<file path="src/rtl/i2c_ctl_pkg.sv">
package i2c_ctl_pkg;
  localparam int BIT_PE    = 5;
  localparam int BIT_GCEN  = 4;
  localparam int BIT_START = 3;
  localparam int BIT_ACK   = 2;
  localparam int BIT_STOP  = 1;
  localparam int BIT_ITE   = 0;
  localparam int FIELD_N   = 6;

  typedef struct packed {
    logic peLoad;
    logic peVal;
    logic cfgLoad;
    logic cfgClear;
    logic stopLoad;
    logic startClr;
    logic stopClr;
  } ctlStrobes_t;
endpackage

</file>
<file path="src/rtl/i2c_ctl_seq.sv">
module i2c_ctl_seq
  import i2c_ctl_pkg::*;
(
  input  logic        wrEn,
  input  logic        wrPe,
  input  logic        peQ,
  input  logic        startSent,
  input  logic        stopSent,
  input  logic        masterMode,
  output ctlStrobes_t strobes
);
  always_comb begin
    strobes          = '0;
    strobes.peLoad   = wrEn;
    strobes.peVal    = wrPe;
    // a first enabling write while off only sets PE
    strobes.cfgLoad  = wrEn & peQ & wrPe;
    strobes.cfgClear = wrEn & ~wrPe;
    // STOP is loaded only by writes made while enabled
    strobes.stopLoad = wrEn & peQ;
    strobes.startClr = startSent;
    strobes.stopClr  = stopSent & masterMode;
  end
endmodule

</file>
<file path="src/rtl/i2c_ctl_dp.sv">
module i2c_ctl_dp
  import i2c_ctl_pkg::*;
#(
  parameter int DATA_W = 8
) (
  input  logic              clk,
  input  logic              rstN,
  input  ctlStrobes_t       strobes,
  input  logic [DATA_W-1:0] wrData,
  input  logic              wrEn,
  output logic [DATA_W-1:0] rdData,
  output logic              peQ,
  output logic              gcenQ,
  output logic              startQ,
  output logic              ackQ,
  output logic              stopQ,
  output logic              iteQ
);
  logic [FIELD_N-1:0] fieldVec;

  always_ff @(posedge clk) begin
    if (!rstN) begin
      peQ <= 1'b0; gcenQ <= 1'b0; startQ <= 1'b0;
      ackQ <= 1'b0; stopQ <= 1'b0; iteQ <= 1'b0;
    end else begin
      if (strobes.peLoad) peQ <= strobes.peVal;
      if (strobes.cfgClear) begin
        gcenQ <= 1'b0; ackQ <= 1'b0; iteQ <= 1'b0;
      end else if (strobes.cfgLoad) begin
        gcenQ <= wrData[BIT_GCEN];
        ackQ  <= wrData[BIT_ACK];
        iteQ  <= wrData[BIT_ITE];
      end
      if (strobes.startClr || strobes.cfgClear) startQ <= 1'b0;
      else if (strobes.cfgLoad) startQ <= wrData[BIT_START];
      if (strobes.stopClr) stopQ <= 1'b0;
      else if (strobes.stopLoad) stopQ <= wrData[BIT_STOP];
    end
  end

  always_comb begin
    fieldVec            = '0;
    fieldVec[BIT_PE]    = peQ;
    fieldVec[BIT_GCEN]  = gcenQ;
    fieldVec[BIT_START] = startQ;
    fieldVec[BIT_ACK]   = ackQ;
    fieldVec[BIT_STOP]  = stopQ;
    fieldVec[BIT_ITE]   = iteQ;
  end

  for (genvar i = 0; i < DATA_W; i++) begin : g_rd
    if (i < FIELD_N) begin : g_fld
      assign rdData[i] = fieldVec[i];
    end else begin : g_rsvd
      assign rdData[i] = 1'b0;
    end
  end

  // reserved bits written as ones never show up
  a_r1_rsvd_ignored: assert property (@(posedge clk) disable iff (!rstN)
    (wrEn && (|wrData[DATA_W-1:FIELD_N])) |=> (rdData[DATA_W-1:FIELD_N] == '0));
  // first enabling write leaves the config bits clear
  a_r3_first_write: assert property (@(posedge clk) disable iff (!rstN)
    (wrEn && !peQ && wrData[BIT_PE]) |=> (peQ && !gcenQ && !startQ && !ackQ && !iteQ));
  // disabled means config bits are zero
  a_r4_off_zero: assert property (@(posedge clk) disable iff (!rstN)
    !peQ |-> !(gcenQ || startQ || ackQ || iteQ));
  // start-sent clears START
  a_r5_start_clr: assert property (@(posedge clk) disable iff (!rstN)
    strobes.startClr |=> !startQ);
  // master stop-sent clears STOP
  a_r6_stop_clr: assert property (@(posedge clk) disable iff (!rstN)
    strobes.stopClr |=> !stopQ);
  // without a write or a master clear, STOP holds
  a_r7_stop_hold: assert property (@(posedge clk) disable iff (!rstN)
    (stopQ && !strobes.stopClr && !strobes.stopLoad) |=> stopQ);
endmodule

</file>
<file path="src/rtl/i2c_ctl_reg.sv">
module i2c_ctl_reg
  import i2c_ctl_pkg::*;
#(
  parameter int DATA_W    = 8,
  parameter int ADDR_W    = 8,
  parameter int STRETCH_N = 4
) (
  input  logic                 clk,
  input  logic                 rstN,
  input  logic                 wrEn,
  input  logic [DATA_W-1:0]    wrData,
  output logic [DATA_W-1:0]    rdData,
  input  logic                 startSent,
  input  logic                 stopSent,
  input  logic                 masterMode,
  input  logic                 byteDone,
  input  logic                 busBusy,
  input  logic [STRETCH_N-1:0] stretchFlags,
  input  logic                 addrValid,
  input  logic [ADDR_W-1:0]    rxAddr,
  output logic                 enOut,
  output logic                 gcEnOut,
  output logic                 ackEnOut,
  output logic                 intEnOut,
  output logic                 startReq,
  output logic                 stopReq,
  output logic                 releaseReq,
  output logic                 gcAccept,
  output logic                 sclHold,
  output logic                 irq
);
  ctlStrobes_t strobes;
  logic peQ, gcenQ, startQ, ackQ, stopQ, iteQ;

  i2c_ctl_seq u_seq (
    .wrEn       (wrEn),
    .wrPe       (wrData[BIT_PE]),
    .peQ        (peQ),
    .startSent  (startSent),
    .stopSent   (stopSent),
    .masterMode (masterMode),
    .strobes    (strobes)
  );

  i2c_ctl_dp #(.DATA_W(DATA_W)) u_dp (
    .clk     (clk),
    .rstN    (rstN),
    .strobes (strobes),
    .wrData  (wrData),
    .wrEn    (wrEn),
    .rdData  (rdData),
    .peQ     (peQ),
    .gcenQ   (gcenQ),
    .startQ  (startQ),
    .ackQ    (ackQ),
    .stopQ   (stopQ),
    .iteQ    (iteQ)
  );

  assign enOut      = peQ;
  assign gcEnOut    = gcenQ;
  assign ackEnOut   = ackQ;
  assign intEnOut   = iteQ;
  assign startReq   = peQ & startQ & (masterMode | ~busBusy);
  assign stopReq    = peQ & stopQ & masterMode;
  assign releaseReq = peQ & stopQ & ~masterMode & byteDone;
  assign gcAccept   = addrValid & peQ & gcenQ & (rxAddr == '0);
  assign sclHold    = peQ & (byteDone | (|stretchFlags));
  assign irq        = iteQ & (startSent | stopSent);

  // every output released while disabled
  a_r12_released: assert property (@(posedge clk) disable iff (!rstN)
    !enOut |-> !(startReq || stopReq || releaseReq || gcAccept || sclHold || irq));
  // a nonzero address is never accepted as a general call
  a_r8_gc_zero_only: assert property (@(posedge clk) disable iff (!rstN)
    gcAccept |-> (rxAddr == '0 && gcEnOut));
  // release is a slave-mode request only
  a_r7_release_slave: assert property (@(posedge clk) disable iff (!rstN)
    releaseReq |-> (!masterMode && !stopReq));
endmodule

</file>
<file path="config.mk">
export PLATFORM = sky130hd
export DESIGN_NAME = i2c_ctl_reg
export DESIGN_NICKNAME = d
export VERILOG_FILES = /design/src/rtl/i2c_ctl_pkg.sv /design/src/rtl/i2c_ctl_seq.sv /design/src/rtl/i2c_ctl_dp.sv /design/src/rtl/i2c_ctl_reg.sv
export SDC_FILE = /design/constraint.sdc
export NUM_CORES = 1
export LEC_CHECK = 0
export BUFFER_PORTS_ARGS = -buffer_cell sky130_fd_sc_hd__buf_2
export CORE_UTILIZATION = 32
export CTS_CLUSTER_SIZE = 24
export DETAILED_ROUTE_END_ITERATION = 10
export PLACE_DENSITY = 0.75
export SYNTH_ARGS = -nofsm -noshare
export SYNTH_HDL_FRONTEND = slang
export SYNTH_HIERARCHICAL = 1
export SYNTH_SLANG_ARGS = --single-unit
</file>
<file path="constraint.sdc">
create_clock -name clk -period 1.9 [get_ports clk]
set_clock_uncertainty 0.2 [all_clocks]
set_input_delay 0.19 -clock clk [delete_from_list [all_inputs] [get_ports clk]]
set_output_delay 0.19 -clock clk [all_outputs]
set_load 0.1 [all_outputs]
</file>
==> flow_summary.toml <==
[clock_tree]
clk_latency_ps = 240
root_buffer = "clkbuf_4"
cts_setup_buffers = 0
cts_tree = "yes"
path_clk_slew_ps = 40
cts_resized = 0
cts_buffer_depth = 2
cts_buffers = 3
htreeDepth = 1
cts_hold_buf = 5
cts_sinks = 6

[global_route]
grt_usage_pct = 15.4
grt_pass1_vias = 435
antenna_found_initial = 0
grt_pass1_wl_um = 1570
grt_max_degree = 11
grt_remaining_overflow = 0

[logic_synthesis]
syn_area_um2 = 433
synthTopCellsByArea = "dfxtp_1, buf_4, mux2i_1"
syn_avg_cell_area_um2 = 9.02
syn_inst = 48
synthArstFlopShare_pct = 0
yosys.area.top_type = "dfxtp_1"
yosysWarnings = 6
ys_seq_area_share_pct = 27.7
synth-edff-count = 0
synth.distinct_cells = 23
synth_commonest_cells = "buf_4, dfxtp_1, mux2i_1, nor2_1"
yosys.area.top_type_share_pct = 27.7
synth-seq-cells = 6
post-synth-top-count-cell = "buf_4"
yosys_most_used_dff = "dfxtp_1"

[run_status]
status = "completed"

[floorplan]
dieWidth_um = 38.8
core-area_um2 = 1190
die_h_um = 38.8
num_rows = 12
dieArea_um2 = 1500
start_util_pct = 36.5
io_pins = 47

[timing]
timing.final.crit_share_pct = 90.3
tns_ps = 0
hold_viol_final = 0
finalSetupViolations = 0
max_freq_ghz = 0.583
period_needed_ps = 1720
slew_viol_final = 0
rsz0062_at_grt = "false"

[layout]
antenna_cells = 0
nFillCells = 101
area_growth_pct = 54.9
num-nets-final = 118
final_core_util_pct = 56.5
stdcell_count = 101
seq_area_um2 = 124
drive_gt1_share_pct = 65.5
multi_input_area_um2 = 228

[placement]
dp_hpwl_um = 773
port_buffers = 42
gp_congestion = 0.674
dp.cells = 93

[critical_path]
reg2reg_depth = 3
crit_cells = 4
crit_path_frequent_cell = "buf_2"
critical_path.max_fanout = 2
critPathArrivalTime_ps = 1330
cp_cell_sequence = "dlygate4sd3_1 -> buf_2 -> o21a_2 -> buf_2"
critPathSlowestCell = "dlygate4sd3_1"
slowest_delay_ps = 510
cp-end-kind = "output port"
cp_top_family = "buffers and inverters"
cp.required_ps = 1510
crit_type = "primary input to output port"
cp_num_buf_inv = 3
critPathLaunchType = "primary input"

[power_and_ir_drop]
p_int_mw = 0.239
swShare_pct = 35.0
power.switching_mw = 0.129
clkPwrFrac_pct = 31.4
leakage_nw = 0.357
ir_drop_mv = 0.307
combPwrFrac_pct = 32.6
power_density_nw_per_um2 = 549
power_frac_seq_pct = 36.1

[drt]
route.detailed.drc = 0
vias = 473
vias_per_cell = 4.68
drt_iter0_markers = 4
drt_pass1_iterations = 4
routed_wl_um = 989
wl_per_cell_um = 9.79
final_antenna_net_count = 0

[worst_hold_path]
min_path_cells = 3
hold_class = "primary input to flop"

[run]
maxCapViolCount = 0
[cell families (layout without fill, tap and decap cells)]
family / after synthesis / in the layout / synth area share [%]
other cells: 1 / 2 / 0.866
simple gates: 19 / 19 / 30.3
compound gates: 3 / 3 / 4.62
flops: 6 / 6 / 27.7
mux: 6 / 6 / 13.9
buf+inv: 13 / 51 / 22.5
[flip-flops by register name (all words and copies together), names as in the netlist]
register     flops
u_dp/ackQ        1
u_dp/gcenQ       1
u_dp/iteQ        1
u_dp/peQ         1
u_dp/startQ      1
u_dp/stopQ       1
[worst reg2reg max path, cell delays in order, from the launching register on]
cell	delay (ps)
dfxtp_2	390
and3_2	270
mux2i_1	230
nor3_2	50
[layout by cell type, fill, tap and decap left out, drive strengths merged, types with 2 or more instances in the layout]
cell,count
clkbuf,3
nor2,3
dfxtp,6
nor3,2
o21a,2
buf,42
mux2i,6
dlygate4sd3,5
and2,2
conb,2
and3,3
[layout make-up]
cell class | instances | area share, %
clock buffers | 3 | 3.36
inverters | 1 | 0.560
multi-input cells | 30 | 34.0
flip-flops and latches | 6 | 18.5
well taps | 14 | 2.61
repair buffers | 47 | 41.0
[path summary, 6_finish.rpt]
path / start / to / slack (ps)
max: startSent / irq / 180
min: wrData[3] / u_dp/startQ / 30
max reg2reg: u_dp/peQ / u_dp/startQ / 650
min reg2reg: u_dp/gcenQ / u_dp/gcenQ / 320
[power by group through the flow]
stage / sequential [mW] / clock [mW] / combinational, mW
after floorplan: 0.149 / 0 / 0.0749
after global placement: 0.135 / 0 / 0.111
after detailed placement: 0.135 / 0 / 0.112
after CTS: 0.133 / 0.119 / 0.120
after global routing: 0.133 / 0.132 / 0.126
final: 0.133 / 0.116 / 0.120
[metal layers]
metal | wire (um) | vias up | track usage, % | part of all wire, %
met2 | 489 | 35 | 27.5 | 49
met5 | 0 | - | 0 | 0
met4 | 0 | 0 | 10.3 | 0
met1 | 405 | 204 | 15.7 | 41
li1 | - | 234 | - | -
met3 | 94 | 0 | 3.47 | 9.5
[stage by stage]
stage | hold slack, ps | area (um^2) | worst slack, ps | power (mW)
after floorplan | 118 | 449 | -167 | 0.224
after global placement | 178 | 598 | 273 | 0.246
after detailed placement | 179 | 598 | 263 | 0.247
after CTS | 20.1 | 671 | 179 | 0.372
after global routing | 36.5 | 671 | 136 | 0.392
final | 27.9 | 671 | 185 | 0.368
(Power assumes the default switching activity.)
